## src/rtl/lbus_seq_pkg.sv

```systemverilog
package lbus_seq_pkg;

    typedef enum logic [2:0] {
        ST_IDLE      = 3'd0,
        ST_ADDR      = 3'd1,
        ST_WAIT_ADDR = 3'd2,
        ST_DATA      = 3'd3,
        ST_WAIT_DATA = 3'd4,
        ST_END       = 3'd5
    } seq_state_e;

    typedef enum logic [1:0] {
        BW_8  = 2'd0,
        BW_16 = 2'd1,
        BW_32 = 2'd2
    } bus_width_e;

endpackage

```

## src/rtl/lbus_lane_rep.sv

```systemverilog
module lbus_lane_rep
    import lbus_seq_pkg::*;
#(
    parameter int DW = 32
) (
    input  logic [1:0]    width,
    input  logic [DW-1:0] din,
    output logic [DW-1:0] dout
);
    localparam int LANES = DW / 8;

    for (genvar i = 0; i < LANES; i++) begin : g_lane
        always_comb begin
            if (width == BW_8)
                dout[8*i +: 8] = din[7:0];
            else if (width == BW_16)
                dout[8*i +: 8] = din[8*(i % 2) +: 8];
            else
                dout[8*i +: 8] = din[8*i +: 8];
        end
    end
endmodule

```

## src/rtl/lbus_ready_sel.sv

```systemverilog
module lbus_ready_sel (
    input  logic in_data,
    input  logic bterm_en,
    input  logic rdy_n,
    input  logic bterm_n,
    output logic beat
);
    logic term_hit;

    always_comb begin
        term_hit = bterm_en && !bterm_n;
        beat     = in_data && (term_hit || !rdy_n);
    end
endmodule

```

## src/rtl/lbus_cycle_seq.sv

```systemverilog
module lbus_cycle_seq
    import lbus_seq_pkg::*;
#(
    parameter int AW     = 26,
    parameter int DW     = 32,
    parameter int LEN_W  = 4,
    parameter int WS_W   = 5,
    parameter int DLY_W  = 2
) (
    input  logic             clk,
    input  logic             rst_n,
    input  logic             req_valid,
    output logic             req_ready,
    input  logic [AW-1:0]    req_addr,
    input  logic             req_write,
    input  logic [DW/8-1:0]  req_be,
    input  logic [LEN_W-1:0] req_beats,
    input  logic [1:0]       req_width,
    input  logic [DW-1:0]    req_wdata,
    input  logic             req_lock,
    input  logic             req_lock_end,
    input  logic             req_bterm_en,
    input  logic [DLY_W-1:0] req_rd_dly,
    input  logic [WS_W-1:0]  req_nrad,
    input  logic [WS_W-1:0]  req_nrdd,
    output logic             lb_ads_n,
    output logic             lb_ale,
    output logic [AW-1:0]    lb_addr,
    output logic [DW/8-1:0]  lb_be_n,
    output logic             lb_wr,
    output logic             lb_rd_n,
    output logic             lb_lock_n,
    output logic [DW-1:0]    lb_wdata,
    input  logic [DW-1:0]    lb_rdata,
    input  logic             lb_rdy_n,
    input  logic             lb_bterm_n,
    output logic             rsp_valid,
    output logic [DW-1:0]    rsp_rdata,
    output logic             rsp_done
);
    localparam int BEW = DW / 8;

    typedef struct packed {
        seq_state_e       st;
        logic [AW-1:0]    addr;
        logic [BEW-1:0]   be;
        logic             wr;
        logic [1:0]       width;
        logic [DW-1:0]    wdata;
        logic [LEN_W-1:0] left;
        logic [WS_W-1:0]  nrad;
        logic [WS_W-1:0]  nrdd;
        logic [WS_W-1:0]  wcnt;
        logic [DLY_W-1:0] dly;
        logic             bten;
        logic             lock;
        logic             lend;
        logic             rvalid;
        logic [DW-1:0]    rdata;
    } seq_t;

    seq_t q, d;
    logic beat;
    logic busy;

    lbus_ready_sel u_rsel (
        .in_data  (q.st == ST_DATA),
        .bterm_en (q.bten),
        .rdy_n    (lb_rdy_n),
        .bterm_n  (lb_bterm_n),
        .beat     (beat)
    );

    lbus_lane_rep #(.DW(DW)) u_lane (
        .width (q.width),
        .din   (q.wdata),
        .dout  (lb_wdata)
    );

    always_comb begin
        d        = q;
        d.rvalid = 1'b0;
        unique case (q.st)
            ST_IDLE: begin
                if (req_valid) begin
                    d.st    = ST_ADDR;
                    d.addr  = req_addr;
                    d.be    = req_be;
                    d.wr    = req_write;
                    d.width = req_width;
                    d.wdata = req_wdata;
                    d.left  = req_beats;
                    d.nrad  = req_nrad;
                    d.nrdd  = req_nrdd;
                    d.dly   = req_rd_dly;
                    d.bten  = req_bterm_en;
                    d.lend  = req_lock_end;
                    d.lock  = q.lock | req_lock;
                    d.wcnt  = '0;
                end
            end
            ST_ADDR: begin
                d.wcnt = '0;
                d.st   = (!q.wr && q.nrad != '0) ? ST_WAIT_ADDR : ST_DATA;
            end
            ST_WAIT_ADDR: begin
                if (q.wcnt == q.nrad - 1'b1) begin
                    d.st   = ST_DATA;
                    d.wcnt = '0;
                end else begin
                    d.wcnt = q.wcnt + 1'b1;
                end
            end
            ST_DATA: begin
                if (beat) begin
                    d.wcnt = '0;
                    if (!q.wr) begin
                        d.rvalid = 1'b1;
                        d.rdata  = lb_rdata;
                    end
                    if (q.left == '0) begin
                        d.st = ST_END;
                    end else begin
                        d.left = q.left - 1'b1;
                        d.addr = q.addr + 1'b1;
                        d.st   = (!q.wr && q.nrdd != '0) ? ST_WAIT_DATA : ST_DATA;
                    end
                end
            end
            ST_WAIT_DATA: begin
                if (q.wcnt == q.nrdd - 1'b1) begin
                    d.st   = ST_DATA;
                    d.wcnt = '0;
                end else begin
                    d.wcnt = q.wcnt + 1'b1;
                end
            end
            ST_END: begin
                d.st = ST_IDLE;
                if (q.lend)
                    d.lock = 1'b0;
            end
            default: d.st = ST_IDLE;
        endcase
    end

    always_ff @(posedge clk or negedge rst_n) begin
        if (!rst_n)
            q <= '0;
        else
            q <= d;
    end

    always_comb begin
        busy      = (q.st == ST_ADDR) || (q.st == ST_WAIT_ADDR) ||
                    (q.st == ST_DATA) || (q.st == ST_WAIT_DATA);
        req_ready = (q.st == ST_IDLE);
        lb_ads_n  = !(q.st == ST_ADDR);
        lb_ale    = (q.st == ST_ADDR);
        lb_addr   = q.addr;
        lb_be_n   = busy ? ~q.be : '1;
        lb_wr     = q.wr;
        lb_rd_n   = !(!q.wr && (((q.st == ST_WAIT_ADDR) && (q.wcnt >= WS_W'(q.dly))) ||
                                (q.st == ST_DATA) || (q.st == ST_WAIT_DATA)));
        lb_lock_n = !q.lock;
        rsp_valid = q.rvalid;
        rsp_rdata = q.rdata;
        rsp_done  = (q.st == ST_END);
    end
endmodule

```

## config.mk

```make
export PLATFORM = sky130hd
export DESIGN_NAME = lbus_cycle_seq
export DESIGN_NICKNAME = d
export VERILOG_FILES = /design/src/rtl/lbus_seq_pkg.sv /design/src/rtl/lbus_lane_rep.sv /design/src/rtl/lbus_ready_sel.sv /design/src/rtl/lbus_cycle_seq.sv
export SDC_FILE = /design/constraint.sdc
export NUM_CORES = 1
export LEC_CHECK = 0
export BUFFER_PORTS_ARGS = -buffer_cell sky130_fd_sc_hd__buf_2
export CORE_MARGIN = 4
export CORE_UTILIZATION = 48
export CTS_BUF_LIST = sky130_fd_sc_hd__clkbuf_2
export CTS_CLUSTER_DIAMETER = 100
export DETAILED_ROUTE_END_ITERATION = 10
export GPL_ROUTABILITY_DRIVEN = 0
export PLACE_DENSITY = 0.84
export SLEW_MARGIN = 40
export SYNTH_ARGS = -nofsm -noshare
export SYNTH_HDL_FRONTEND = slang
export SYNTH_SLANG_ARGS = --single-unit
export TNS_END_PERCENT = 30
```

## constraint.sdc

```tcl
create_clock -name clk -period 2.3 [get_ports clk]
set_input_delay 0.46 -clock clk [delete_from_list [all_inputs] [get_ports clk]]
set_output_delay 0.46 -clock clk [all_outputs]
set_load 0.01 [all_outputs]
```

# Yosys cells after proc, flatten, opt, wreduce, memory -nomap -nowiden
# Index checks and enable logic that the tools add are counted.
# classes
shift	0
mux	28
reduce_logical	32
add_sub_neg	5
magnitude_cmp	1
multipliers	0
eq_ne	14
div_mod_pow	0
bitwise_logic	3
# op_table
cell	count
2-to-1 mux 33 bit	3
2-to-1 mux 92 bit	1
case mux 26 bit (2 select lines)	1
2-to-1 mux 8 bit	5
2-to-1 mux 29 bit	1
adder 26 x 1 -> 26 bit (second input constant)	1
2-to-1 mux 26 bit	1
case mux 5 bit (5 select lines)	1
2-to-1 mux 5 bit	3
case mux 3 bit (5 select lines)	1
nonzero test 5 bit	3
2-to-1 mux 3 bit	4
2-to-1 mux 4 bit	3
== test 5 bit	2
inequality test 2 bit (second input constant)	5
subtractor 5 x 1 -> 5 bit (second input constant)	2
AND reduction 3 bit	3
case mux 4 bit (2 select lines)	1
AND reduction 4 bit	2
== test 3 x 2 -> 1 bit (second input constant)	2
== test 3 bit (second input constant)	2
logical AND 1 bit	6
logical NOT 1 bit	6
logical OR 1 bit	6
16 further kinds	18
# totals
in_bits	121
output_inout_bits	102
ff_bits	125
romBits	0
ram_bits	0
memories	0
latchBits	0
elab_cells	99

# Logic depth before layout (Yosys ltp)
# Gate-level depths: netlist (run 1).
# depth
word_depth	6
depth_mapped	9
mapped_depth_nobuf	8

# Cells and area by module
# From an unflattened synthesis (run 1), not the netlist that was laid out.
# hier_totals
hier_cells	740
hier_area_um2	6935.4
# by_module_without_submodules
mod	instances	area_each_um2	seq_area_each_um2	cells_per_inst
lbus_cycle_seq	1	6472.5	3128.0	685
lbus_lane_rep	1	449.2	0.0	53
lbus_ready_sel	1	13.8	0.0	2

# Worst setup path after synthesis (run 1)
# OpenSTA, ideal clock, no wires.
# synth_timing
kind	register to register
startpoint	register q[43] in the netlist's numbering
endpoint	register q[40] in the netlist's numbering
path_stages_with_launch	9
arrival_ps	2068
path_slack_ps	114
required_ps	2182
n_path_buf	0
period_less_slack_ps	2186
setup_time_ps	118
path_cell_list	dfrtp_1 -> inv_1 -> ha_1 -> nor2b_1 -> or3_1 -> a311o_1 -> a211oi_4 -> o21bai_2 -> a21o_1
# synth_via
elab_chain_cells	4
# synth_lines
item	line	rtl
start: declaration	lbus_cycle_seq.sv:62	seq_t q, d;
start signal: assignment	lbus_cycle_seq.sv:149	q <= '0;
start signal: assignment	lbus_cycle_seq.sv:151	q <= d;
subtractor 5 x 1 -> 5 bit	lbus_cycle_seq.sv:131	if (q.wcnt == q.nrdd - 1'b1) begin
== test 5 bit	lbus_cycle_seq.sv:131	
2-to-1 mux 5 bit	lbus_cycle_seq.sv:131	
case mux 5 bit (5 select lines)	lbus_cycle_seq.sv:83	unique case (q.st)
# No other way between the ends.
# A chain may end at the register's enable or synchronous reset.

# Worst setup path after layout (run 1)
# layout_timing
startpoint	register q[38] in the netlist's numbering
endpoint	output port lb_rd_n
# layout_via
elab_chain_cells	6
# layout_lines
item	line	rtl
>= comparator 5 x 2 -> 1 bit	lbus_cycle_seq.sv:163	lb_rd_n = !(!q.wr && (((q.st == ST_WAIT_ADDR) && (q.wcnt >= WS_W'(q.dly))) ||
logical AND 1 bit	lbus_cycle_seq.sv:163	
logical OR 1 bit	lbus_cycle_seq.sv:163	
logical OR 1 bit	lbus_cycle_seq.sv:164	(q.st == ST_DATA) || (q.st == ST_WAIT_DATA)));
logical AND 1 bit	lbus_cycle_seq.sv:163	
logical NOT 1 bit	lbus_cycle_seq.sv:163	
end: declaration	lbus_cycle_seq.sv:31	output logic lb_rd_n,
# No other way between the ends.

==> reports/qor.yml, run 1 <==
status: "finished with violations"
violations: "negative setup slack"
path_clk_slew_ps: 190
final_area_um2: 9330
antenna_found_initial: 3
vias_per_cell: 5.33
synthTopCellsByCount: "dfrtp_1, mux2_2, buf_4"
die_w_um: 127
startpoint_type: "flop"
numClockSinks: 125
reg2reg_slack_ps: 60
yosysMostFrequentCell: "dfrtp_1"
critical_path_required_ps: 1840
p_comb_share_pct: 54.7
setup_violations: 17
wl_per_cell_um: 17.8
post-route-util_pct: 67.2
fin_tns_setup_ps: -571
fp-row-count: 43
crit_start: "q[38]"
placed_cell_area_um2: 7700
netlist_area_um2: 6800
reg2reg_from: "q[43]"
via_count: 5980
initial_core_util_pct: 49.0
grt_max_degree: 55
relSlewSlack_pct: 59.3
rsz0062_at_grt: "yes"
endpoint: "lb_rd_n"
track_usage_pct: 24.0
crit_arrival_ps: 2000
core-area_um2: 13900
route.detailed.drc: 0
syn_inst: 652
synth.top_cell.area_share_pct: 46.0
crit_path_max_fanout: 2
p_int_mw: 7.60
ys_top_cells_by_area: "dfrtp_1, mux2_2, buf_4"
cts_tree: "done"
h-tree-depth: 4
fin_cells: 1121
dr.pass1.iters: 7
period_share_pct: 107
cts_max_path_buffers: 2
detailed_place_hpwl_mm: 11.8
post-place-ws_ps: -3.59
seqPwrFrac_pct: 33.7
avgSynthCellArea_um2: 10.4
nets: 1054
grt_pass1_wl_mm: 30.8
drv_slew: 0
ys_seq_area_share_pct: 46.0
ys_ff_latch: 125
syn-num-nets: 780
total_power_mw: 12.8
placed_cells: 973
grt.overflow.total: 0
dieArea_um2: 16100
skew_ps: 31.0
grt_pass1_vias: 6078
ant_nets: 0
clock_latency_ps: 690
yosys_warnings: 0
ir_drop_v: 0.000978
ys.flop_type: "dfrtp_1"
rr_worst_depth: 8
cts_made_buffers: 17
async_reset_ff_share_pct: 100
synth_edf_count: 0
synth_cell_type_count: 62
drtIter0Drc: 382
p_leak_nw: 4.38
power_density_nw_per_um2: 1370
io_buffers: 222
power_frac_clock_pct: 11.7
synth.largest_area_cell: "dfrtp_1"
syn2layout_area_growth_pct: 37.3
drv_cap: 0
hp-class: "input pin to flop"
hold_path.startpoint: "req_beats[3]"
fin_crit_ps: 2460
drive_gt1_share_pct: 43.9
io_pins: 223
fp.dieH_um: 127
p_sw_mw: 5.21
r2r_end: "q[40]"
clock.fmax_ghz: 0.407
wirelength_mm: 19.9
worst_pin_slew_ps: 604
hold_viol_final: 0
endpoint_kind: "primary output"
critPathKind: "flop to primary output"
swShare_pct: 40.7
timing.hold.ws_ps: 85.2
root_buffer: "clkbuf_2"
fin_ws_ps: -155
## critical path: stages (launching register included)
cell and delay [ps]:
dfrtp_2 460, inv_2 80, ha_4 200, o21ai_2 100, a31oi_1 90, o21bai_1 200, buf_2 180
## power groups by stage
| stage | registers (mW) | clock network, mW | logic, mW |
|---|---|---|---|
| detailed placement | 4.26 | 0 | 5.84 |
| global route | 4.46 | 1.65 | 7.57 |
| floorplan | 3.98 | 0 | 4.74 |
| finish | 4.31 | 1.49 | 7.00 |
| CTS | 4.21 | 1.53 | 6.61 |
| global placement | 4.19 | 0 | 5.68 |
## cell families after synthesis
kind of cell / Yosys count / synth area share, %
adder cells (fa/ha/maj): 7 / 1.29
multiplexers: 103 / 16.9
XOR/XNOR: 14 / 1.80
buffers and inverters: 121 / 11.0
AND/OR/NAND/NOR: 135 / 10.1
AO/OA/AOI/OAI: 147 / 12.9
flip-flops: 125 / 46.0
## worst min path at each step
stage / slack (ps) / cells after the start / end
6_report: 90 / 3 / q[56]
3_5_place_dp: 440 / 1 / q[34]
3_3_place_gp: 420 / 1 / q[34]
2_1_floorplan: 160 / 0 / lb_addr[0]
4_1_cts: 3 / 3 / q[54]
5_1_grt: 7 / 3 / lb_addr[10]
## final cells by class
type,instances,area (µm²)
well taps,180,225
clock inverters,14,176
flip-flops and latches,125,3140
inverters,18,67.6
multi-input cells,406,3050
repair buffers,358,2590
clock buffers,17,85.1
diodes,3,7.51
fillers,955,4550
## timing repair
action                                  4_1_cts  5_1_grt
hold buffers                                 91        8
setup buffers                                11        3
endpoints found under the setup margin       24       38
resized for setup                            48       24
pin swaps                                     7        6
gates cloned                                  0        1
hold endpoints to repair                    118        8
## cells in the final DEF (no fill, tap or decap), drive strengths merged, types with 2 or more instances in the layout
master | netlist | final
nor2 | 28 | 28
o21bai | 2 | 2
a22oi | 2 | 2
xor2 | 8 | 8
buf | 81 | 259
and3b | 2 | 2
and3 | 5 | 5
bufinv | 0 | 4
or2 | 2 | 2
clkbuf | 22 | 17
nand2 | 41 | 41
ha | 7 | 7
a21o | 2 | 2
diode | 0 | 3
clkinv | 0 | 6
o22a | 3 | 3
o22ai | 3 | 3
or3 | 3 | 3
dlygate4sd3 | 0 | 99
o31a | 3 | 3
mux2i | 8 | 8
o21ai | 50 | 50
nor3b | 3 | 3
a21oi | 49 | 49
and4b | 2 | 2
inv | 18 | 18
a311oi | 5 | 5
o2bb2ai | 3 | 3
a31oi | 13 | 13
dfrtp | 125 | 125
clkinvlp | 0 | 4
nand3 | 17 | 17
a211oi | 2 | 2
xnor2 | 6 | 6
nor2b | 4 | 4
mux2 | 95 | 95
and2 | 6 | 6
nand2b | 2 | 2
nor3 | 13 | 13
## flip-flops by register name, indices dropped and copies added, names as in the netlist
register   cells
lb_addr       26
lb_wr          1
q             65
rsp_rdata     32
rsp_valid      1
## layer usage
layer  share of wire, %  vias up  global-route usage (%)
met1                 38     2863                    27.2
met5                  0        -                       0
li1                   -     2788                       -
met2                 51      268                    42.0
met3                6.3       61                    6.65
met4                4.0        0                    11.3
No activity file was read; power rests on OpenSTA's default activity.
==> run 2: changes to the inputs <==
--- a/config.mk
+++ b/config.mk
@@ -7,12 +7,11 @@
 export LEC_CHECK = 0
 export BUFFER_PORTS_ARGS = -buffer_cell sky130_fd_sc_hd__buf_2
 export CORE_MARGIN = 4
-export CORE_UTILIZATION = 48
-export CTS_BUF_LIST = sky130_fd_sc_hd__clkbuf_2
+export CORE_UTILIZATION = 46
 export CTS_CLUSTER_DIAMETER = 100
 export DETAILED_ROUTE_END_ITERATION = 10
 export GPL_ROUTABILITY_DRIVEN = 0
-export PLACE_DENSITY = 0.84
+export PLACE_DENSITY = 0.82
 export SLEW_MARGIN = 40
 export SYNTH_ARGS = -nofsm -noshare
 export SYNTH_HDL_FRONTEND = slang
==> run 2 against run 1 <==
- the flow now finishes without violations
- die area up 4.1%
- maximum frequency up 8.4%
- clock skew down 22 ps
- worst hold slack better by 170 ps
- wire length down 18%
- clock-buffer cell count up 5
- sequential power down 1%
- final cell count down 9.6%
- via count down 11%
- setup slack better by 190 ps
- critical path type is now flop to flop
- critical endpoint is now q[40]
- highest routed layer unchanged
==> reports/qor.yml, run 2 (synthesis results as in run 1) <==
status: "finished clean"
crit_arrival_ps: 2560  # +560 ps
top_register: "q"
worst_pin_slew_ps: 625  # +21.2 ps
period_share_pct: 98.4  # -8.3 points
wirelength_mm: 16.4  # -18%
drv_slew: 0  # unchanged
ir_drop_v: 0.000733  # -25%
hold_viol_final: 0  # unchanged
wl_per_cell_um: 16.2  # -8.9%
via_count: 5310  # -11%
crit_path_max_fanout: 7  # +5
cts_max_path_buffers: 2  # unchanged
fin_cells: 1013  # -9.6%
dr.pass1.iters: 4  # -3
track_usage_pct: 19.6  # -4.4 points
route.detailed.drc: 0  # unchanged
total_power_mw: 12.8  # -0.12%
core-area_um2: 14500  # +4.3%
grt_max_degree: 46  # -16%
antenna_found_initial: 1  # -2
largest_reg_flops: 65  # unchanged
critPathKind: "flop to flop"
skew_ps: 8.51  # -22.5 ps
cts_tree: "done"
post-route-util_pct: 57.7  # -9.6 points
power_density_nw_per_um2: 1530  # +12%
fp-row-count: 44  # +2.3%
mostFrequentLayoutCells: "buf_2, dfrtp_1, mux2_2"
numClockSinks: 125  # unchanged
fin_crit_ps: 2260  # -191 ps
nets: 944  # -10%
cp_slowest_stage_delay_ps: 430  # -30 ps
final_common_cell: "buf_2"
timing.hold.ws_ps: 254  # +168 ps
initial_core_util_pct: 46.9  # -2.0 points
io_buffers: 222  # unchanged
crit_family: "compound AO/OA/AOI/OAI gates"
h-tree-depth: 4  # unchanged
fin_tns_setup_ps: 0  # +571 ps
crit_slowest_cell: "a311o_1"
io_pins: 223  # unchanged
endpoint_kind: "flop"
drive_gt1_share_pct: 47.2  # +3.3 points
final_area_um2: 8350  # -11%
fill_cells: 1240  # +30%
drv_cap: 0  # unchanged
grt.overflow.total: 0  # unchanged
clock_latency_ps: 410  # -280 ps
ant_nets: 0  # unchanged
fp.dieH_um: 130  # +2.0%
reg2reg_slack_ps: 40  # -20 ps
drtIter0Drc: 201  # -47%
rsz0062_at_grt: "yes"
fin_ws_ps: 36.2  # +191 ps
placed_cells: 976  # +0.31%
grt_pass1_vias: 5213  # -14%
dieArea_um2: 16800  # +4.1%
path_cells: "inv_2 -> ha_4 -> nor2b_1 -> or3_1 -> a311o_1 -> a211oi_4 -> o21bai_2 -> a21o_1"
path_clk_slew_ps: 50  # -140 ps
grt_pass1_wl_mm: 25.9  # -16%
die_w_um: 130  # +2.0%
placed_cell_area_um2: 7700  # about the same
startpoint_type: "flop"
p_leak_nw: 3.93  # -10%
post-place-ws_ps: -31.3  # -27.7 ps
hp-class: "input pin to flop"
vias_per_cell: 5.24  # -1.7%
relSlewSlack_pct: 58.3  # -0.99 points
syn2layout_area_growth_pct: 22.9
clock.fmax_ghz: 0.442  # +8.4%
cts_made_buffers: 17  # unchanged
critical_path_required_ps: 2600  # +760 ps
root_buffer: "clkbuf_16"
detailed_place_hpwl_mm: 12.0  # +0.97%
crit_buf_inv: 1  # -1
setup_violations: 0  # -17
==> run 2: layer usage <==
layer / vias up / track usage [%] / wire length (µm)
met5: - / 0 / 0
met4: 0 / 9.60 / 380
met3: 29 / 5.44 / 1110
met2: 191 / 31.8 / 7990
met1: 2521 / 24.3 / 6900
li1: 2569 / - / -
==> run 2: worst register-to-register path, cell delays in order, from the launching register on <==
cell	delay (ps)
dfrtp_1	360
inv_2	60
ha_4	160
nor2b_1	140
or3_1	310
a311o_1	430
a211oi_4	420
o21bai_2	90
a21o_1	180
==> run 2: what timing repair did <==
action | in CTS | in global routing
hold buffers | 1 | 0
pin swaps | 2 | 4
cloned | 0 | 0
gates resized for setup | 1 | 10
endpoints found under the hold margin | 1 | 0
endpoints found under the setup margin | 2 | 10
setup buffers | 0 | 4
==> run 2: final timing paths <==
kind / start / endpoint / depth (start not counted)
max: q[44] / q[40] / 8
min: req_rd_dly[1] / q[37] / 3
max reg2reg: q[44] / q[40] / 8
min reg2reg: q[33] / q[34] / 1
max in group asynchronous: rst_n / lb_addr[7] / 3
min in group asynchronous: rst_n / q[65] / 2
==> run 2: report_power, final <==
part           switching [mW]  leakage [nW]  internal [mW]  total [mW]
logic                    3.03          2.14           2.91        5.94
clock network           0.943         0.272           1.65        2.59
registers               0.937          1.51           3.32        4.26
==> run 2: area by class of cell <==
cell class                      instances  area [µm²]  area share [%]
Clock inverter                          9         114            1.36
Sequential cell                       125        3130            37.5
Clock buffer                           22         464            5.56
Antenna cell                            1        2.50          0.0300
Inverter                               18        67.6           0.809
Timing Repair Buffer                  248        1390            16.6
Multi-Input combinational cell        406        2960            35.4
Tap cell                              184         230            2.76
